## config.mk

```make
export PLATFORM = sky130hd
export DESIGN_NAME = real_addr_conv
export DESIGN_NICKNAME = d
export VERILOG_FILES = /design/src/rtl/rac_pkg.sv /design/src/rtl/rac_xlate.sv /design/src/rtl/rac_align.sv /design/src/rtl/rac_nxm.sv /design/src/rtl/real_addr_conv.sv
export SDC_FILE = /design/constraint.sdc
export NUM_CORES = 1
export LEC_CHECK = 0
export ABC_AREA = 1
export BUFFER_PORTS_ARGS = -buffer_cell sky130_fd_sc_hd__buf_4
export CORE_ASPECT_RATIO = 1.25
export CORE_MARGIN = 8
export CORE_UTILIZATION = 50
export DETAILED_ROUTE_END_ITERATION = 10
export GPL_ROUTABILITY_DRIVEN = 0
export PLACE_DENSITY = 0.91
export SYNTH_ARGS = -nofsm -noshare
export SYNTH_HDL_FRONTEND = slang
export SYNTH_SLANG_ARGS = --single-unit
export TNS_END_PERCENT = 20
```

## constraint.sdc

```tcl
create_clock -name clk -period 4.7 [get_ports clk]
set_input_delay 0 -clock clk [delete_from_list [all_inputs] [get_ports clk]]
set_output_delay 0 -clock clk [all_outputs]
set_load 0.005 [all_outputs]
```

## src/rtl/rac_pkg.sv

```systemverilog
package rac_pkg;
  typedef enum logic [1:0] {
    SZ_BYTE  = 2'b00,
    SZ_HALF  = 2'b01,
    SZ_WORD  = 2'b10,
    SZ_DWORD = 2'b11
  } size_e;

  localparam int NUM_SIZES = 4;
endpackage

```

## src/rtl/rac_xlate.sv

```systemverilog
module rac_xlate #(
  parameter int VA_W      = 22,
  parameter int OFF_W     = 11,
  parameter int LOW_LIMIT = 16
) (
  input  logic [VA_W-1:0]       vaddr,
  input  logic [VA_W-OFF_W-1:0] map_rpn,
  output logic [VA_W-OFF_W-1:0] map_vpn,
  output logic [VA_W-1:0]       real_addr,
  output logic                  mapped
);
  localparam int WSH  = 2;
  localparam int WA_W = VA_W - WSH;

  function automatic logic above_limit(input logic [WA_W-1:0] wa);
    return wa >= WA_W'(LOW_LIMIT);
  endfunction

  assign map_vpn   = vaddr[VA_W-1:OFF_W];
  assign mapped    = above_limit(vaddr[VA_W-1:WSH]);
  assign real_addr = mapped ? {map_rpn, vaddr[OFF_W-1:0]} : vaddr;
endmodule

```

## src/rtl/rac_align.sv

```systemverilog
module rac_align
  import rac_pkg::*;
#(
  parameter int VA_W  = 22,
  parameter int RES_W = 32
) (
  input  logic [VA_W-1:0]  addr,
  input  size_e            size,
  output logic [RES_W-1:0] result
);
  logic [RES_W-1:0] cand [NUM_SIZES];

  function automatic logic [RES_W-1:0] widen(input logic [VA_W-1:0] a);
    return {{(RES_W-VA_W){1'b0}}, a};
  endfunction

  for (genvar g = 0; g < NUM_SIZES; g++) begin : g_size
    assign cand[g] = widen(addr) >> g;
  end

  assign result = cand[size];
endmodule

```

## src/rtl/rac_nxm.sv

```systemverilog
module rac_nxm #(
  parameter int WA_W = 20
) (
  input  logic [WA_W-1:0] real_word,
  input  logic            mapped,
  input  logic [WA_W-1:0] mem_words,
  output logic            nxm
);
  function automatic logic beyond(input logic [WA_W-1:0] w, input logic [WA_W-1:0] lim);
    return w >= lim;
  endfunction

  assign nxm = mapped && beyond(real_word, mem_words);
endmodule

```

## src/rtl/real_addr_conv.sv

```systemverilog
module real_addr_conv
  import rac_pkg::*;
#(
  parameter int VA_W      = 22,
  parameter int OFF_W     = 11,
  parameter int LOW_LIMIT = 16,
  parameter int RES_W     = 32
) (
  input  logic                  clk,
  input  logic                  rst_n,
  input  logic                  in_valid,
  input  logic [1:0]            size_sel,
  input  logic [VA_W-1:0]       vaddr,
  input  logic                  map_en,
  input  logic [VA_W-3:0]       mem_words,
  output logic [VA_W-OFF_W-1:0] map_vpn,
  input  logic [VA_W-OFF_W-1:0] map_rpn,
  output logic                  out_valid,
  output logic [RES_W-1:0]      out_result,
  output logic                  out_nxm
);
  localparam int WA_W = VA_W - 2;

  logic [VA_W-1:0]  real_addr;
  logic             mapped;
  logic [RES_W-1:0] aligned;
  logic             nxm_now;
  logic             unused_map_en;

  assign unused_map_en = map_en;

  rac_xlate #(.VA_W(VA_W), .OFF_W(OFF_W), .LOW_LIMIT(LOW_LIMIT)) u_xlate (
    .vaddr(vaddr), .map_rpn(map_rpn), .map_vpn(map_vpn),
    .real_addr(real_addr), .mapped(mapped)
  );

  rac_align #(.VA_W(VA_W), .RES_W(RES_W)) u_align (
    .addr(real_addr), .size(size_e'(size_sel)), .result(aligned)
  );

  rac_nxm #(.WA_W(WA_W)) u_nxm (
    .real_word(real_addr[VA_W-1:2]), .mapped(mapped),
    .mem_words(mem_words), .nxm(nxm_now)
  );

  always_ff @(posedge clk) begin
    if (!rst_n) begin
      out_valid  <= 1'b0;
      out_result <= '0;
      out_nxm    <= 1'b0;
    end else begin
      out_valid <= in_valid;
      if (in_valid) begin
        out_result <= aligned;
        out_nxm    <= nxm_now;
      end
    end
  end


  valid_latency_chk: assert property (@(posedge clk) disable iff (!rst_n)
    in_valid |=> out_valid);


  idle_hold_chk: assert property (@(posedge clk) disable iff (!rst_n)
    !in_valid |=> (!out_valid && $stable(out_result) && $stable(out_nxm)));


  high_zero_chk: assert property (@(posedge clk) disable iff (!rst_n)
    in_valid |=> ((out_result >> (VA_W - int'($past(size_sel)))) == '0));


  bypass_no_nxm_chk: assert property (@(posedge clk) disable iff (!rst_n)
    (in_valid && !mapped) |=> !out_nxm);


  bypass_pass_chk: assert property (@(posedge clk) disable iff (!rst_n)
    (in_valid && !mapped && size_sel == 2'b00) |=> (out_result[VA_W-1:0] == $past(vaddr)));
endmodule

```

# Word-level counts from Yosys, hierarchy flattened
# Index checks and enable logic that the tools add are counted.
# classes
order_cmp	3
multipliers	0
n_shift	0
addsub	0
eq_ne	0
reduce_logical	1
div	0
bitwise_logic	1
mux	4
# ops
cell	n
$bmux W32 S2	1
$mux W32	2
$mux W22	1
$ge A20 B20 Y1	1
$ge A20 B5 Y1 const B	1
$ge A3 B3 Y1 const B	1
$not A2 Y3	1
$logic_and A1 B1 Y1	1
# word_totals
romBits	0
regBits	34
latch_bits	0
ram_bits	0
mem_count	0
out_inout_bits	45

# Longest topological paths before layout
# Gate-level depths: netlist (run 1).
# logic_depth
ltp_word	5
mapped_depth	17

# Modules after synthesis
# From an unflattened synthesis (run 1), not the netlist that was laid out.
# unflattened
cells_unflattened	523
hier_area_um2	3001.6
# by_module_without_submodules
module	seq_area_each_um2	area_per_inst_um2	n_inst	cells_per_inst
real_addr_conv	680.7	1372.6	1	212
rac_align	0.0	671.9	1	148
rac_nxm	0.0	600.6	1	102
rac_xlate	0.0	356.6	1	61

# Worst setup path before layout (run 1)
# Ideal clock, no wire load.
# synth_path
path_kind	input-to-reg
startpoint	in vaddr[6]
endpoint	reg out_nxm
t_required_ps	4630
path_stages	17
slack_ps	2977
arrival_time_ps	1653
n_path_buf	2
path_cell_list	nor2_1 nand2_1 nor2_2 nand2_2 buf_6 inv_1 buf_2 nor2_1 ha_1 nand2_1 nor2_1 nand2_1 nor2_1 nand2_1 nand4_1 nand2_1 a21oi_1
# synth_via
elab_chain_len	4
# synth_rtl
item	line	source
start: declaration	real_addr_conv.sv:13	input logic [VA_W-1:0] vaddr,
$ge A20 B5 Y1	rac_xlate.sv:16	return wa >= WA_W'(LOW_LIMIT);
$mux W22	rac_xlate.sv:21	assign real_addr = mapped ? {map_rpn, vaddr[OFF_W-1:0]} : vaddr;
$ge A20 B20 Y1	rac_nxm.sv:10	return w >= lim;
$logic_and A1 B1 Y1 (*)	rac_nxm.sv:13	assign nxm = mapped && beyond(real_word, mem_words);
end signal: assignment	real_addr_conv.sv:55	out_nxm <= nxm_now;
end: declaration	real_addr_conv.sv:20	output logic out_nxm
# Mark *: on every way between the ends. The rest lies on a longest branch, timed or not.
# A chain may end at the register's enable or synchronous reset.

==> results.toml, run 1 <==
[clocking]
cts_tree = "yes"
cts.sinks = 24
cts-root-buf = "clkbuf_8"
numCtsBuffers = 3
cts_buffer_depth = 2
htreeDepth = 1
cts_setup_buffers = 0
clkTransAtPathRegs_ns = 0.08
hold_buffers = 1
cts_resized = 0
clock_latency_ns = 0.26

[yosys]
synth_cell_types = 26
postSynthAreaPerCell_um2 = 5.87
yosys_warnings = 0
netlist_instances = 380
netlist_area_um2 = 2230
async_reset_ff_share_pct = 0
synth_top_area_share_pct = 23.2
synth_edf_count = 0
synth_top_area_cell = "nand2_1"
synth-main-ff-cell = "dfxtp_1"
ys_ff_latch = 24
yosysMostFrequentCell = "nand2_1"
yosys-top-cells-count = "nand2_1 (138), inv_1 (64), nand3_1 (33)"
synth.yosys.seq_area_share_pct = 21.5
yosys-top-cells-area = "nand2_1 (23%), dfxtp_1 (22%), ha_1 (11%)"

[setup_path]
start_kind = "input pin"
crit_type = "input pin to flop"
critPathArrivalTime_ns = 2.32
critPathCaptureType = "flop"
cp.required_ns = 4.92
path_max_fanout = 25

[power_and_ir_drop]
finalPower_w = 0.000549
powerDensity_nw_per_um2 = 193
p_leak_nw = 1.77
vdd_drop_max_v = 0.000229

[routing]
viasPerCell = 4.68
drtPass1Iterations = 4
wl_mm = 6.00
drtAntennaViolNets = 0
avgRoutedWirePerCell_um = 11.8
vias = 2384
drc_errors = 0
drtIter0Drc = 97

[global_routing]
grt_pass1_wl_mm = 9.49
antenna_found_initial = 0
track_usage_pct = 17.0
grt_max_degree = 26
grt_pass1_vias = 2230
grt_overflow = 0

[timing]
hold_viol = 0
finalSetupViolCount = 0
setup_tns_ns = 0
fmax_mhz = 475
period_minus_slack_ns = 2.11
slew_violations = 0
fin_crit_sh_pct = 44.8
relSlewSlack_pct = 18.8
tightestPinTransition_ns = 1.21
finalClockSkew_ns = 0
grt_setup_unrepaired = "false"

[floorplan]
fp.dieArea_um2 = 6870
die_h_um = 90.7
coreArea_um2 = 4360
rows = 27
io_pins = 104
die_width_um = 75.7
start_util_pct = 51.2

[final_layout]
drive_gt1_share_pct = 22.8
fillers = 394
syn2layout_area_growth_pct = 27.8
diodes = 0
nets = 531

[status]
status = "finished, final reports clean"

[placed_design]
port_buffers = 92
dp_hpwl_mm = 5.00

[job]
cap_violations = 0

[min_path]
hp-class = "input pin to flop"
## area by class of cell
type / instances / area, um^2 / area share (%)
multi-input combinational: 264 / 1290 / 45.4
timing repair buffer: 93 / 701 / 24.6
sequential: 24 / 480 / 16.9
inverter: 66 / 248 / 8.69
tap: 58 / 72.6 / 2.55
clock buffer: 4 / 55.1 / 1.93
## cell families after synthesis
group	synth area share, %
AND/OR/NAND/NOR	37.7
buffers and inverters	21.9
AO/OA/AOI/OAI	6.96
flip-flops	21.5
multiplexers	0.449
adder cells (fa/ha/maj)	11.2
other	0.168
## sequential cells by signal, indices dropped and copies added, names as in the netlist
name,count
out_result,22
out_nxm,1
out_valid,1
## layout by cell type (no fill, tap or decap)
| cell | n |
|---|---|
| inv_1 | 64 |
| inv_2 | 2 |
| o21ai_1 | 2 |
| nor2_1 | 30 |
| a21o_1 | 1 |
| nand4_1 | 1 |
| o21bai_1 | 1 |
| conb_1 | 10 |
| buf_4 | 92 |
| a31oi_1 | 1 |
| o211ai_1 | 1 |
| o221ai_1 | 3 |
| nand3_2 | 2 |
| a21oi_1 | 12 |
| mux2i_1 | 1 |
| clkbuf_8 | 4 |
| o21ai_0 | 3 |
| nand2_2 | 1 |
| nor2_2 | 2 |
| dfxtp_1 | 24 |
| ha_1 | 20 |
| dlygate4sd3_1 | 1 |
| nand3_1 | 33 |
| a22oi_1 | 2 |
| nand2_1 | 138 |
## power by group
group | leakage [nW] | total, W | internal, W | switching [W]
registers | 0.197 | 0.000223 | 0.000216 | 0.00000686
clock network | 0.0288 | 0.000139 | 0.0000748 | 0.0000641
logic | 1.54 | 0.000187 | 0.0000927 | 0.0000946
total | 1.77 | 0.000549 | 0.000384 | 0.000166
## critical path, cell delays in order
cell	delay [ns]
dlygate4sd3_1	0.53
buf_4	0.12
inv_2	0.16
nor2_1	0.96
inv_1	0.19
o221ai_1	0.24
nand2_1	0.08
inv_1	0.05
## routing by layer
metal	GRT usage, %	part of all wire (%)
met4	7.07	2.7
met2	30.3	49
met3	5.22	10
met1	17.3	38
met5	0	0
## worst paths after layout
path	from	end	slack [ns]	cells past startpoint
worst max-delay path	in_valid	out_result[2]	2.59	8
worst min-delay path	rst_n	out_result[14]	0.06	3
worst min register to register	out_result[20]	out_result[20]	0.48	2
worst max register to register	out_result[6]	out_result[6]	3.96	4
## stage by stage
stage / util (%) / std cells / cell area [um^2] / hold slack [ns] / worst slack, ns
after floorplan: - / 389 / 2260 / 0.0808 / 2.98
after global placement: 63.9 / 504 / 2790 / 0.178 / 2.52
after detailed placement: 63.9 / 504 / 2790 / 0.179 / 2.39
after CTS: 65.4 / 509 / 2850 / 0.0577 / 2.59
after global routing: 65.4 / 509 / 2850 / 0.0651 / 2.39
final: 65.4 / 509 / 2850 / 0.0582 / 2.59
No activity file was read; power rests on OpenSTA's default activity.
==> run 2, diff against run 1 <==
Settings changed: CORE_UTILIZATION 50 to 43, PLACE_DENSITY 0.91 to 0.84.
Clock period 4.7 ns to 1.7 ns, I/O delays scaled along.
==> run 2 against run 1 <==
  * Combinational power grew to 3.0 times the previous value
  * Critical path depth is 9 higher
  * Die area is 13% higher
  * First-iteration DRC count is 2.1% lower
  * Clock power grew to 2.7 times the previous value
  * Setup slack worse by 2.4 ns
  * Flip-flop and latch count stayed put
  * Clock skew stayed put
  * Core utilization is 5.5 points lower
  * Routed wire length is 5.9% higher
  * Largest power group unchanged
  * Highest routed layer unchanged
==> results.toml, run 2 (synthesized netlist as in run 1, its figures left out) <==
[setup_path]
max_stage_delay_ns = 0.26
crit_type = "input pin to flop"
path_max_fanout = 6
critPathArrivalTime_ns = 1.72
cp_cell_sequence = "buf_4 > nor2_1 > nand2_1 > nor2_2 > nand2_4 > buf_4 > nand2_2 > inv_2 > ha_4 > nand2_1 > nor2_2 > nand2_1 > nor2_1 > nand2_1 > nand4_1 > nand2_1 > a21oi_1"
cpMostUsedCell = "nand2_1"
start_kind = "input pin"
critPathCaptureType = "flop"
cp.required_ns = 1.90
slowest_stage = "ha_4"

[job]
cap_violations = 0

[power_and_ir_drop]
p_leak_nw = 1.85
finalPower_w = 0.00155
vdd_drop_max_v = 0.000513
powerDensity_nw_per_um2 = 513

[clocking]
cts.sinks = 24
htreeDepth = 1
cts_buffer_depth = 2
clkTransAtPathRegs_ns = 0.08
clock_latency_ns = 0.26
numCtsBuffers = 3
cts-root-buf = "clkbuf_8"
cts_tree = "yes"
cts_setup_buffers = 0

[routing]
drtPass1Iterations = 4
vias = 2467
drc_errors = 0
drtIter0Drc = 95
drtAntennaViolNets = 0
viasPerCell = 4.65
wl_mm = 6.35
avgRoutedWirePerCell_um = 12.0

[final_layout]
mostFrequentLayoutCells = "nand2_1 (137), buf_4 (109), inv_1 (62), nand3_1 (33), nor2_1 (27)"
diodes = 0
largest_registers = "out_result x22, out_nxm x1, out_valid x1"
syn2layout_area_growth_pct = 35.4
largest_reg_flops = 22
fin_util_pct = 59.9
nets = 549
drive_gt1_share_pct = 27.3
final_common_cell = "nand2_1"
top_register = "out_result"

[global_routing]
track_usage_pct = 15.3
grt_pass1_vias = 2304
grt_max_degree = 25
grt_pass1_wl_mm = 9.83
grt_overflow = 0
antenna_found_initial = 0

[floorplan]
fp.dieArea_um2 = 7760
coreArea_um2 = 5040
die_h_um = 96.5
io_pins = 104
start_util_pct = 44.2
rows = 29
die_width_um = 80.4

[timing]
finalClockSkew_ns = 0
fmax_mhz = 654
fin_crit_sh_pct = 89.9
timing.final.ws_setup_ns = 0.172
period_minus_slack_ns = 1.53
hold_viol = 0
finalSetupViolCount = 0
slew_violations = 0

[placed_design]
place_ws_ns = -0.254
port_buffers = 92
dp_hpwl_mm = 5.26

[min_path]
hp-class = "input pin to flop"

[status]
status = "finished, final reports clean"
==> run 2: cell count changes in the layout (fill, tap and decap cells not counted), sizes merged <==
cell / before / now
buf: 92 / 109
clkinvlp: 0 / 2
inv: 66 / 65
==> run 2: worst max-delay path: cells and delay by family <==
| family | cells | cell delay [ns] |
|---|---|---|
| and+or+nand+nor | 12 | 1.04 |
| buffers and inverters | 3 | 0.31 |
| adders and majority gates | 1 | 0.26 |
| AOI/OAI and AO/OA | 1 | 0.11 |
==> run 2: power breakdown <==
group / switching [W] / internal, W / leakage (nW)
sequential: 0.0000188 / 0.000598 / 0.197
clock: 0.000171 / 0.000206 / 0.0288
combinational: 0.000275 / 0.000280 / 1.62
total: 0.000465 / 0.00108 / 1.85
==> run 2: layout make-up <==
class	count	area (um^2)
fillers	505	2020
well taps	62	77.6
repair inverters	1	5.00
flip-flops and latches	24	480
clock buffers	4	55.1
repair buffers	110	828
inverters	66	251
multi-input cells	264	1320
==> run 2: layer usage <==
metal	global-route usage (%)	routed length, um	up-vias
met5	0	0	-
met2	28.2	3210	72
met3	3.80	564	12
met1	16.2	2460	1075
li1	-	-	1308
met4	5.62	113	0
==> run 2: path summary, 6_finish.rpt <==
kind	startpoint	endpoint	slack [ns]	cells past startpoint
hold reg to reg	out_result[20]	out_result[20]	0.47	2
setup reg to reg	out_result[6]	out_result[6]	0.93	4
hold / removal	rst_n	out_result[1]	0.07	3
setup / recovery	vaddr[15]	out_nxm	0.17	17
==> run 2: metrics by stage <==
stage,instance area (um^2),std cells,hold slack [ns],TNS (ns)
after global placement,2920,525,0.179,-0.167
after detailed placement,2920,525,0.179,-0.254
after global routing,3020,531,0.0727,-0.0148
after floorplan,2270,389,0.0808,0
after CTS,2980,530,0.0616,0
final,3020,531,0.0666,0
==> run 2: timing repair <==
item,in CTS,in global routing
endpoints found under the setup margin,0,1
endpoints found under the hold margin,1,0
gates resized for setup,0,8
hold buffers,1,0
==> run 3, diff against run 2 <==
Settings changed: CORE_ASPECT_RATIO 1.25 to 0.5.
==> run 3 against run 2 <==
  * Core utilization rose by 0.80 points
  * Total power up 0.57%
  * Final cell count rose by 0.94%
  * Non-clock buffer count decreased by 2
  * Sequential share of layout area is 0.073 points higher
  * Via count shrank 4.6%
  * Critical endpoint unchanged
  * Register-to-register slack about the same
==> results.toml, run 3 (synthesized netlist as in run 1, its figures left out) <==
[status]
status = "finished, final reports clean"

[clocking]
cts_tree = "yes"
numCtsBuffers = 3
cts_buffer_depth = 2
clock_latency_ns = 0.26
htreeDepth = 1
cts.sinks = 24
clkTransAtPathRegs_ns = 0.09
cts-root-buf = "clkbuf_8"

[global_routing]
grt_max_degree = 25
track_usage_pct = 15.6
grt_pass1_vias = 2179
grt_overflow = 0
grt_pass1_wl_mm = 10.2
antenna_found_initial = 0

[timing]
fin_crit_sh_pct = 90.5
period_minus_slack_ns = 1.54
finalSetupViolCount = 0
timing.hold.ws_ns = 0.0620
hold_viol = 0
finalClockSkew_ns = 0
slew_violations = 0
fmax_mhz = 650

[routing]
avgRoutedWirePerCell_um = 11.7
vias = 2353
viasPerCell = 4.39
wl_mm = 6.29
drc_errors = 0
drtIter0Drc = 240
drtPass1Iterations = 4
drtAntennaViolNets = 0

[setup_path]
start_kind = "input pin"
cpMostUsedCell = "nand2_1"
ff2ff_setup_slack_ns = 0.93
cp_cell_sequence = "buf_4 > nor2_1 > nand2_1 > nor2_2 > nand2_2 > buf_4 > nand2_1 > inv_1 > ha_1 > nand2_2 > inv_1 > nand2_1 > nand2_1 > a21oi_1 > nand4_1 > nand2_1 > a21oi_1"
critPathArrivalTime_ns = 1.70
path_max_fanout = 3
max_stage_delay_ns = 0.30
critPathCaptureType = "flop"
crit_type = "input pin to flop"
cp.required_ns = 1.86
slowest_stage = "ha_1"

[power_and_ir_drop]
vdd_drop_max_v = 0.000343
switching_power_w = 0.000478
p_leak_nw = 1.84
power_frac_clock_pct = 24.9
finalPower_w = 0.00156
p_int_w = 0.00108
seqPwrFrac_pct = 39.6
powerDensity_nw_per_um2 = 519
comb_power_share_pct = 35.5
switching_share_pct = 30.7

[final_layout]
final_common_cell = "nand2_1"
drive_gt1_share_pct = 26.4
fillers = 477
largest_registers = "out_result x22, out_nxm x1, out_valid x1"
diodes = 0
largest_reg_flops = 22
nets = 546
syn2layout_area_growth_pct = 34.8
layout.cells.non_filler = 536
top_register = "out_result"
fin_util_pct = 60.7
mostFrequentLayoutCells = "nand2_1 (137), buf_4 (106), inv_1 (63), nand3_1 (33), nor2_1 (27)"
design_area_um2 = 3010

[floorplan]
fp.dieArea_um2 = 7890
io_pins = 104
die_h_um = 66.9
start_util_pct = 45.0
coreArea_um2 = 4950
rows = 18
die_width_um = 118

[placed_design]
dp_hpwl_mm = 5.14
placedCellCount = 531
port_buffers = 92
placed_area_um2 = 2930

[job]
cap_violations = 0

[min_path]
hp-class = "input pin to flop"
## run 3: changes by cell type in the layout (fill, tap and decap cells not counted)
cell	change
buf_4	-3
nand2_2	+1
ha_4	-1
nor2_2	-1
inv_1	+1
clkinvlp_2	-1
nor2_4	+1
nand2_4	-1
ha_1	+1
clkinvlp_4	-1
buf_12	+1
## run 3: worst max-delay path: cells and delay by family
| kind | cells | cell delay [ns] |
|---|---|---|
| adder cells (fa/ha/maj) | 1 | 0.30 |
| AO/OA/AOI/OAI | 2 | 0.20 |
| AND/OR/NAND/NOR | 10 | 0.84 |
| buffers and inverters | 4 | 0.34 |
## run 3: through the flow
| step | worst slack (ns) | TNS, ns |
|---|---|---|
| final | 0.162 | 0 |
| after global routing | -0.0226 | -0.0226 |
| after CTS | 0.132 | 0 |
| after detailed placement | -0.146 | -0.146 |
| after global placement | -0.110 | -0.110 |
| after floorplan | 0.0143 | 0 |
## run 3: final timing paths
check / start / endpoint / cells after the start
worst min register to register: out_result[21] / out_result[21] / 2
worst max-delay path: vaddr[8] / out_nxm / 17
worst max register to register: out_result[6] / out_result[6] / 4
worst min-delay path: rst_n / out_result[14] / 3
## run 3: routing by layer
layer | vias to the layer above | part of all wire [%] | track usage [%]
li1 | 1299 | - | -
met1 | 997 | 47 | 20.1
met2 | 55 | 47 | 27.1
met3 | 2 | 5.3 | 2.87
met4 | 0 | 0.59 | 2.84
met5 | - | 0 | 0
## run 3: repair_timing
item                                    CTS  global route
hold endpoints to repair                  1             0
setup buffers                             0             0
endpoints found under the setup margin    0             1
gates resized for setup                   0             6
hold buffers                              1             0
## run 3: cell type report
type,count,area (um^2),area share [%]
multi-input combinational,264,1310,43.5
timing repair buffer,108,826,27.5
sequential,24,480,16.0
inverter,66,248,8.24
tap,70,87.6,2.91
clock buffer,4,55.1,1.83
## run 3: power groups by stage
stage	combinational, W	sequential (W)	clock [W]
2_1_floorplan	0.000305	0.000631	0
3_3_place_gp	0.000531	0.000629	0
3_5_place_dp	0.000540	0.000630	0
4_1_cts	0.000547	0.000617	0.000390
5_1_grt	0.000627	0.000621	0.000419
6_report	0.000554	0.000617	0.000388
